--- config.mk ---
export PLATFORM = sky130hd
export DESIGN_NAME = i2c_unstick
export DESIGN_NICKNAME = d
export VERILOG_FILES = /design/src/rtl/i2crec_pkg.sv /design/src/rtl/i2crec_timer.sv /design/src/rtl/i2crec_lines.sv /design/src/rtl/i2c_unstick.sv
export SDC_FILE = /design/constraint.sdc
export NUM_CORES = 1
export LEC_CHECK = 0
export BUFFER_PORTS_ARGS = -buffer_cell sky130_fd_sc_hd__buf_2
export CAP_MARGIN = 10
export CORE_UTILIZATION = 55
export DETAILED_ROUTE_END_ITERATION = 10
export GPL_TIMING_DRIVEN = 0
export PLACE_DENSITY_LB_ADDON = 0.08
export SETUP_SLACK_MARGIN = 0.4
export SYNTH_ARGS = -nofsm -noshare
export SYNTH_HDL_FRONTEND = slang
export SYNTH_SLANG_ARGS = --single-unit
--- constraint.sdc ---
create_clock -name clk -period 2.86 [get_ports clk]
set_clock_uncertainty 0.05 [all_clocks]
set_input_delay 0.143 -clock clk [delete_from_list [all_inputs] [get_ports clk]]
set_output_delay 0.143 -clock clk [all_outputs]
set_load 0.01 [all_outputs]
--- src/rtl/i2crec_pkg.sv ---
package i2crec_pkg;

   typedef enum logic [1:0] {LN_KEEP = 2'd0, LN_LOW = 2'd1, LN_REL = 2'd2} line_act_e;

   typedef enum logic [2:0] {
      WT_DSET, WT_SU_STA, WT_HD_STA, WT_FALL, WT_LOW, WT_HIGH, WT_SU_STO, WT_BUF
   } wait_sel_e;

   typedef struct packed {
      line_act_e scl;
      line_act_e sda;
      logic      poll;
      wait_sel_e wsel;
   } step_t;

   localparam int PC_W = 5;
   localparam logic [PC_W-1:0] PC_START2   = 5'd12;
   localparam logic [PC_W-1:0] PC_LOOP_TOP = 5'd8;
   localparam logic [PC_W-1:0] PC_LOOP_END = 5'd11;
   localparam logic [PC_W-1:0] PC_LAST     = 5'd23;

   // Microprogram: each step sets the lines on entry, then waits.
   function automatic step_t step_at(logic [PC_W-1:0] pc);
      step_t s;
      logic [PC_W-1:0] k;
      s.scl  = LN_KEEP;
      s.sda  = LN_KEEP;
      s.poll = 1'b0;
      s.wsel = WT_DSET;
      k = (pc >= PC_START2 && pc <= PC_START2 + 5'd6) ? pc - PC_START2 : pc;
      case (k)
         5'd0:  s.sda  = LN_REL;
         5'd1:  begin s.scl = LN_REL; s.poll = 1'b1; end
         5'd2:  s.wsel = WT_SU_STA;
         5'd3:  s.sda  = LN_LOW;
         5'd4:  s.wsel = WT_HD_STA;
         5'd5:  begin s.scl = LN_LOW; s.wsel = WT_FALL; end
         5'd6:  s.wsel = WT_LOW;
         5'd7:  s.sda  = LN_REL;
         5'd8:  begin s.scl = LN_REL; s.poll = 1'b1; end
         5'd9:  s.wsel = WT_HIGH;
         5'd10: begin s.scl = LN_LOW; s.wsel = WT_FALL; end
         5'd11: s.wsel = WT_LOW;
         5'd19: s.sda  = LN_LOW;
         5'd20: begin s.scl = LN_REL; s.poll = 1'b1; end
         5'd21: s.wsel = WT_SU_STO;
         5'd22: s.sda  = LN_REL;
         5'd23: s.wsel = WT_BUF;
         default: ;
      endcase
      return s;
   endfunction

endpackage

--- src/rtl/i2crec_timer.sv ---
module i2crec_timer #(
   parameter int CNT_W    = 6,
   parameter int POLL_W   = 9,
   parameter int POLL_MAX = 500
) (
   input  logic             clk,
   input  logic             rst_n,
   input  logic             load,
   input  logic [CNT_W-1:0] load_cnt,
   input  logic             load_poll,
   input  logic             tick,
   input  logic             scl_in,
   output logic             fin
);
   logic [CNT_W-1:0]  cnt_q;
   logic [POLL_W-1:0] polls_q;
   logic              mode_q;

   always_ff @(posedge clk or negedge rst_n) begin
      if (!rst_n) begin
         cnt_q   <= '0;
         polls_q <= '0;
         mode_q  <= 1'b0;
      end else if (load) begin
         cnt_q   <= load_cnt;
         polls_q <= '0;
         mode_q  <= load_poll;
      end else if (tick) begin
         if (mode_q) polls_q <= polls_q + 1'b1;
         else if (cnt_q != '0) cnt_q <= cnt_q - 1'b1;
      end
   end

   always_comb begin
      if (mode_q) fin = tick && (scl_in || polls_q == POLL_W'(POLL_MAX - 1));
      else        fin = tick && (cnt_q == CNT_W'(1));
   end
endmodule

--- src/rtl/i2crec_lines.sv ---
module i2crec_lines
   import i2crec_pkg::*;
(
   input  logic      clk,
   input  logic      rst_n,
   input  logic      apply,
   input  line_act_e scl_act,
   input  line_act_e sda_act,
   output logic      scl_oe,
   output logic      sda_oe
);
   line_act_e act [2];
   logic      oe_q [2];

   assign act[0] = scl_act;
   assign act[1] = sda_act;

   for (genvar i = 0; i < 2; i++) begin : g_line
      always_ff @(posedge clk or negedge rst_n) begin
         if (!rst_n)                          oe_q[i] <= 1'b0;
         else if (apply && act[i] == LN_LOW)  oe_q[i] <= 1'b1;
         else if (apply && act[i] == LN_REL)  oe_q[i] <= 1'b0;
      end
   end

   assign scl_oe = oe_q[0];
   assign sda_oe = oe_q[1];
endmodule

--- src/rtl/i2c_unstick.sv ---
module i2c_unstick
   import i2crec_pkg::*;
#(
   parameter int T_DSET      = 3,
   parameter int T_SU_STA    = 5,
   parameter int T_HD_STA    = 4,
   parameter int T_FALL      = 1,
   parameter int T_LOW       = 5,
   parameter int T_HIGH      = 4,
   parameter int T_SU_STO    = 4,
   parameter int T_BUF       = 5,
   parameter int STRETCH_MAX = 500,
   parameter int N_PULSES    = 9
) (
   input  logic clk,
   input  logic rst_n,
   input  logic us_tick,
   input  logic recover_req,
   input  logic scl_in,
   output logic scl_oe,
   output logic sda_oe,
   output logic busy,
   output logic done
);
   localparam int WAIT_SUM = T_DSET + T_SU_STA + T_HD_STA + T_FALL + T_LOW
                             + T_HIGH + T_SU_STO + T_BUF;
   localparam int CNT_W  = $clog2(WAIT_SUM + 1);
   localparam int POLL_W = $clog2(STRETCH_MAX + 1);
   localparam int PUL_W  = $clog2(N_PULSES + 1);

   if (T_DSET < 1 || T_SU_STA < 1 || T_HD_STA < 1 || T_FALL < 1 ||
       T_LOW < 1 || T_HIGH < 1 || T_SU_STO < 1 || T_BUF < 1) begin : g_bad_wait
      $error("every wait must last at least one tick");
   end
   if (STRETCH_MAX < 1) begin : g_bad_stretch
      $error("stretch cap must allow one poll");
   end
   if (N_PULSES < 1) begin : g_bad_pulses
      $error("at least one recovery pulse is needed");
   end

   logic [PC_W-1:0]  pc_q, nxt_pc, ent_pc;
   logic [PUL_W-1:0] pulse_q;
   logic             busy_q, done_q;
   logic             accept, fin, enter, last, loop_back;
   step_t            ent_step;
   logic [CNT_W-1:0] ent_wait;

   assign accept    = !busy_q && recover_req;
   assign last      = (pc_q == PC_LAST);
   assign loop_back = (pc_q == PC_LOOP_END) && (pulse_q != PUL_W'(N_PULSES - 1));
   assign nxt_pc    = loop_back ? PC_LOOP_TOP : pc_q + 5'd1;
   assign enter     = accept || (busy_q && fin && !last);
   assign ent_pc    = accept ? '0 : nxt_pc;
   assign ent_step  = step_at(ent_pc);

   always_comb begin
      case (ent_step.wsel)
         WT_DSET:   ent_wait = CNT_W'(T_DSET);
         WT_SU_STA: ent_wait = CNT_W'(T_SU_STA);
         WT_HD_STA: ent_wait = CNT_W'(T_HD_STA);
         WT_FALL:   ent_wait = CNT_W'(T_FALL);
         WT_LOW:    ent_wait = CNT_W'(T_LOW);
         WT_HIGH:   ent_wait = CNT_W'(T_HIGH);
         WT_SU_STO: ent_wait = CNT_W'(T_SU_STO);
         default:   ent_wait = CNT_W'(T_BUF);
      endcase
   end

   always_ff @(posedge clk or negedge rst_n) begin
      if (!rst_n) begin
         busy_q  <= 1'b0;
         done_q  <= 1'b0;
         pc_q    <= '0;
         pulse_q <= '0;
      end else begin
         done_q <= 1'b0;
         if (accept) begin
            busy_q  <= 1'b1;
            pc_q    <= '0;
            pulse_q <= '0;
         end else if (busy_q && fin) begin
            if (last) begin
               busy_q <= 1'b0;
               done_q <= 1'b1;
            end else begin
               pc_q <= nxt_pc;
               if (pc_q == PC_LOOP_END) pulse_q <= pulse_q + 1'b1;
            end
         end
      end
   end

   i2crec_timer #(
      .CNT_W   (CNT_W),
      .POLL_W  (POLL_W),
      .POLL_MAX(STRETCH_MAX)
   ) u_timer (
      .clk      (clk),
      .rst_n    (rst_n),
      .load     (enter),
      .load_cnt (ent_wait),
      .load_poll(ent_step.poll),
      .tick     (us_tick),
      .scl_in   (scl_in),
      .fin      (fin)
   );

   i2crec_lines u_lines (
      .clk    (clk),
      .rst_n  (rst_n),
      .apply  (enter),
      .scl_act(ent_step.scl),
      .sda_act(ent_step.sda),
      .scl_oe (scl_oe),
      .sda_oe (sda_oe)
   );

   assign busy = busy_q;
   assign done = done_q;
endmodule

==> run_results.csv, run 1 <==
group,metric,value,unit
layout,fillers,216,
synth,synth_area_leaders,"dfrtp_1 (36%), nand2_1 (5.2%), ha_1 (5.1%)",
sta,tightest_slew,0.848,ns
worst_setup_path,crit_type,"flip-flop to flip-flop",
route,drc,0,
sta,max_freq,315,MHz
pwr,powerDensity,1140,nW/um^2
synth,synth_area_per_cell,8.70,sq um
layout,syn2layout_area_growth,33.4,%
sta,layout_setup_ws,-0.318,ns
synth,async_flop_share,1.00,
floorplan,initial_core_util,0.580,
clock_tree,clockBufferDepth,2,
pwr,p_leak,1.12,nW
min_path,hold_start,"us_tick",
grt,grt_antenna_before_repair,0,
sta,grt_setup_unrepaired,"true",
place,io_buffer_count,8,
floorplan,pin_count,9,
clock_tree,cts_tree,"yes",
synth,synth.top_cell.area_share,0.356,
pwr,total_power,2.98,mW
synth,synth_cells,226,
clock_tree,clk_latency,0.33,ns
floorplan,rows,21,
synth,yosys.cell_types.count,59,
grt,grt_pass1_vias,1882,
synth,ys_top_cells_by_count,"dfrtp_1 (28), nand2_1 (27), nor2_1 (24), inv_1 (12), nand3_1 (12)",
worst_setup_path,crit_path_start,"pulse_q[0]",
run_status,violations,"negative setup slack",
sta,period_minus_slack,3.18,ns
worst_setup_path,worst_ep_required_time,3.05,ns
grt,overflow,0,
layout,diodes,0,
sta,relSlewSlack,0.426,
place,dpl.hpwl,3.10,mm
route,route.vias.total,1966,
synth,yosysTopAreaCell,"dfrtp_1",
synth,synth_ff_type,"dfrtp_1",
place,place.gp.congestion,0.845,
pwr,sw_frac_of_total,0.446,
clock_tree,cts.sinks,28,
synth,synth_area,1970,sq um
pwr,pwr-share-comb,0.707,
layout,fin_nets,286,
worst_setup_path,startpoint_type,"flip-flop",
route,via_per_inst,6.18,
route,antenna_left,0,
worst_setup_path,regToRegStartpoint,"pulse_q[0]",
route,drt_pass1_iterations,4,
floorplan,core,3390,sq um
clock_tree,cts_made_buffers,3,
route,wire_per_inst,17.3,um
pwr,max-vdd-ir-drop,0.860,mV
route,drtIter0Drc,114,
worst_setup_path,crit_arrival,3.37,ns
sta,setup_violations,6,
floorplan,chipHeight,61.8,um
floorplan,die_w,61.8,um
pwr,p_int,1.65,mW
job,cap_viol_max_count,0,
grt,grt_pass1_wl,8.60,mm
place,pre_cts_ws,-0.514,ns
synth,ys_warn_count,0,
worst_setup_path,cp-end-kind,"flip-flop",
worst_setup_path,cp_max_fo,3,
sta,finalCritPeriodShare,1.11,
synth,seq_area_frac_synth,0.356,
synth,ys_ff_latch,28,
run_status,status,"finished with violations",
sta,finalMaxSlewViolations,0,
grt,grt_max_degree,29,
min_path,hp-class,"input pin to flip-flop",
pwr,p_switching,1.33,mW
clock_tree,cts_max_level,1,
floorplan,die-area,3820,sq um
pwr,power.share.clock,0.090,
clock_tree,clkTransAtPathRegs,0.16,ns
sta,hold_viol_final,0,
grt,grtUsageTotal,0.307,
synth,synth-edff-count,0,
synth,synth_most_common_cell,"dfrtp_1",
sta,hold_ws,0.197,ns
synth,syn-num-nets,239,
pwr,seqPwrFrac,0.203,
layout,drive_gt1_frac,0.357,
clock_tree,root_buffer,"clkbuf_4",
route,drt_wl_total,5.50,mm
==> placed cells by master (no fill, tap or decap), types with 5 or more instances in the layout <==
| master | netlist | final |
|---|---|---|
| buf_2 | 1 | 9 |
| clkbuf_1 | 6 | 5 |
| buf_6 | 2 | 5 |
| buf_4 | 1 | 29 |
| mux2i_1 | 5 | 5 |
| nand2_1 | 27 | 23 |
| nor2_1 | 24 | 22 |
| xnor2_1 | 7 | 6 |
| a21oi_1 | 6 | 5 |
| nand3_1 | 12 | 10 |
| o21ai_0 | 11 | 10 |
| xor2_1 | 10 | 9 |
| dfrtp_1 | 28 | 26 |
| inv_1 | 12 | 10 |
==> sequential cells by signal, summed over array words and instances, names as in the netlist <==
signal,count
u_timer.polls_q,9
pc_q,5
u_timer.cnt_q,5
pulse_q,4
busy,1
done,1
u_lines.scl_oe,1
u_lines.sda_oe,1
u_timer.mode_q,1
==> worst max-delay path: stages, from the launching register on <==
cell,delay [ns]
dfrtp_1,0.38
inv_1,0.05
ha_2,0.16
and3b_2,0.22
o21a_1,0.22
nand2_2,0.11
inv_2,0.06
ha_4,0.16
or4b_4,0.48
a2bb2oi_2,0.16
o22a_2,0.28
mux2i_1,0.16
and3_1,0.20
a31oi_2,0.06
a31oi_2,0.25
o31ai_2,0.09
==> cell type report <==
type,instances,area [sq um],share of cell area
Buffer,11,70.1,0.0267
Clock buffer,3,22.5,0.00859
Clock inverter,1,30.0,0.0115
Inverter,12,45.0,0.0172
Multi-Input combinational cell,175,1380,0.526
Sequential cell,28,703,0.268
Tap cell,46,57.6,0.0220
Timing Repair Buffer,42,315,0.120
==> final timing paths <==
kind / to / slack (ns) / cells after the start
max: u_lines.sda_oe / -0.32 / 15
min: done / 0.20 / 3
max reg2reg: u_lines.sda_oe / -0.32 / 15
min reg2reg: u_lines.scl_oe / 0.48 / 2
max in group asynchronous: pc_q[0] / 2.04 / 2
min in group asynchronous: pulse_q[3] / 0.28 / 2
==> metal layers <==
layer / wire length (um) / up-vias / global-route usage
li1: - / 894 / -
met1: 2260 / 949 / 0.385
met4: 214 / 0 / 0.140
met5: 0 / - / 0
met3: 333 / 23 / 0.0393
met2: 2690 / 100 / 0.528
==> metrics by stage <==
stage	std cells	util	setup TNS, ns	cell area (sq um)
floorplan	226	-	-0.213	1970
global placement	280	0.610	-2.21	2070
detailed placement	280	0.610	-2.53	2070
CTS	314	0.742	-0.794	2510
global route	318	0.773	-2.34	2620
finish	318	0.773	-1.59	2620
==> cells by family after synthesis <==
logic type	synth area share
flip-flops	0.356
adder cells (fa/ha/maj)	0.0509
buffers and inverters	0.0560
AND/OR/NAND/NOR	0.239
AO/OA/AOI/OAI	0.197
multiplexers	0.0255
XOR/XNOR	0.0757
==> power by group through the flow <==
stage | Clock [mW] | Sequential [mW] | Combinational [mW]
global placement | 0 | 0.614 | 1.18
detailed placement | 0 | 0.621 | 1.22
CTS | 0.269 | 0.594 | 1.82
global route | 0.283 | 0.619 | 2.28
finish | 0.268 | 0.604 | 2.10
floorplan | 0 | 0.594 | 0.994
==> timing repair <==
action | CTS | global route
gates cloned | 1 | 0
gates resized for setup | 33 | 18
endpoints found under the hold margin | 29 | 0
pin swaps | 11 | 12
hold buffers | 2 | 0
setup endpoints to repair | 16 | 23
setup buffers | 27 | 4
No activity file was read; power rests on OpenSTA's default activity.
==> run 2, diff against run 1 <==
Settings changed: CORE_UTILIZATION 55 to 35.
Clock period 2.86 ns to 3.55 ns, I/O delays scaled along.
==> run_results.csv, run 2 (same netlist as run 1, synthesis figures left out) <==
group,metric,value,unit
run_status,status,"completed",
grt,grt_antenna_before_repair,0,
floorplan,die_w,76.9,um
sta,grt_setup_unrepaired,"true",
min_path,hold-path-endpoint,"busy",
layout,fin_nets,295,
floorplan,core,5270,sq um
floorplan,rows,26,
layout,final_common_cell,"buf_4",
layout,layout_common_cells,"buf_4 (38), dfrtp_1 (26), nand2_1 (24), nor2_1 (23), inv_1 (12)",
clock_tree,clk_latency,0.28,ns
route,antenna_left,0,
sta,finalCritPeriodShare,0.912,
worst_setup_path,reg2reg_to,"u_lines.sda_oe",
worst_setup_path,crit_type,"flip-flop to flip-flop",
place,io_buffer_count,8,
worst_setup_path,worst_ep_required_time,3.67,ns
place,place.gp.congestion,0.784,
route,drt_pass1_iterations,4,
clock_tree,cts.sinks,28,
sta,hold_ws,0.107,ns
pwr,max-vdd-ir-drop,0.337,mV
route,drt_wl_total,5.39,mm
layout,syn2layout_area_growth,37.2,%
grt,grt_pass1_vias,1735,
layout,diodes,0,
clock_tree,cts_made_buffers,3,
layout,regMostFlops,"u_timer.polls_q",
worst_setup_path,cp-end-kind,"flip-flop",
clock_tree,clockBufferDepth,2,
grt,grt_max_degree,29,
worst_setup_path,r2r_slack,0.31,ns
sta,max_freq,309,MHz
pwr,total_power,2.49,mW
floorplan,pin_count,9,
sta,tightest_slew,0.871,ns
grt,grt_pass1_wl,8.44,mm
min_path,min_path_cells,3,
route,drc,0,
place,placed_cells,304,
layout,reg_top3,"u_timer.polls_q x9, pc_q x5, u_timer.cnt_q x5",
route,drtIter0Drc,98,
route,wire_per_inst,15.4,um
floorplan,die-area,5920,sq um
job,cap_viol_max_count,0,
min_path,hold_start,"recover_req",
pwr,powerDensity,922,nW/um^2
sta,period_minus_slack,3.24,ns
place,dpl.hpwl,3.24,mm
route,via_per_inst,5.32,
worst_setup_path,startpoint_type,"flip-flop",
worst_setup_path,r2r_cells,15,
clock_tree,cts_tree,"yes",
clock_tree,cts_max_level,1,
sta,relSlewSlack,0.410,
grt,grtUsageTotal,0.181,
clock_tree,clkTransAtPathRegs,0.10,ns
layout,largest_register_ffs,9,
pwr,p_leak,1.16,nW
min_path,hp-class,"input pin to flip-flop",
layout,final_cells,351,
clock_tree,root_buffer,"clkbuf_8",
floorplan,initial_core_util,0.373,
sta,finalMaxSlewViolations,0,
worst_setup_path,cp_max_fo,6,
route,route.vias.total,1869,
sta,hold_viol_final,0,
sta,setup_violations,0,
layout,drive_gt1_frac,0.338,
floorplan,chipHeight,76.9,um
worst_setup_path,crit_arrival,3.36,ns
worst_setup_path,regToRegStartpoint,"pc_q[1]",
grt,overflow,0,
run 2: layout make-up:
type                    instances  area [sq um]
fillers                       512          2570
multi-input cells             175          1330
flip-flops and latches         28           703
repair buffers                 51           387
well taps                      70          87.6
plain buffers                  11          73.8
inverters                      12          45.0
clock buffers                   3          41.3
clock inverters                 1          30.0
run 2: critical path, stage by stage, from the launching register on:
cell and delay (ns):
dfrtp_1 0.43, ha_4 0.18, nand4bb_1 0.15, o21a_1 0.25, nand2_2 0.13, buf_4 0.12
inv_1 0.04, ha_2 0.20, or4b_4 0.49, a2bb2oi_2 0.16, o22a_2 0.30, mux2i_1 0.13
and3_1 0.18, a31oi_2 0.05, a31oi_1 0.18, o31ai_1 0.08
run 2: what timing repair did:
item	CTS	global route
gates resized for setup	19	24
endpoints found under the hold margin	28	0
hold buffers	1	0
gates cloned	1	0
buffers inserted	32	9
pin swaps	13	23
setup endpoints to repair	6	7
run 2: how the worst max path moves through the flow:
stage / end / cells after the start / start
CTS: pc_q[2] / 22 / pulse_q[0]
floorplan: u_timer.cnt_q[1] / 15 / pc_q[0]
global placement: u_timer.cnt_q[1] / 15 / pc_q[0]
global route: u_lines.sda_oe / 15 / pc_q[1]
finish: u_lines.sda_oe / 15 / pc_q[1]
detailed placement: u_timer.cnt_q[1] / 15 / pc_q[0]
run 2: metrics by stage:
stage,worst slack [ns],area [sq um],setup TNS (ns),utilization
2_1_floorplan,0.525,1970,0,-
3_3_place_gp,-0.0382,2090,-0.0637,0.397
3_5_place_dp,-0.0169,2090,-0.0169,0.397
4_1_cts,0.382,2520,0,0.478
5_1_grt,0.180,2700,0,0.512
6_report,0.311,2700,0,0.512
run 2: routing by layer:
| metal | global-route usage | share of wire |
|---|---|---|
| met1 | 0.237 | 0.46 |
| met2 | 0.303 | 0.48 |
| met3 | 0.0190 | 0.027 |
| met4 | 0.0731 | 0.035 |
| met5 | 0 | 0 |
run 2: power breakdown:
group	total (mW)	switching, mW	internal [mW]
Sequential	0.482	0.0809	0.402
Combinational	1.75	0.856	0.892
Clock	0.256	0.105	0.151
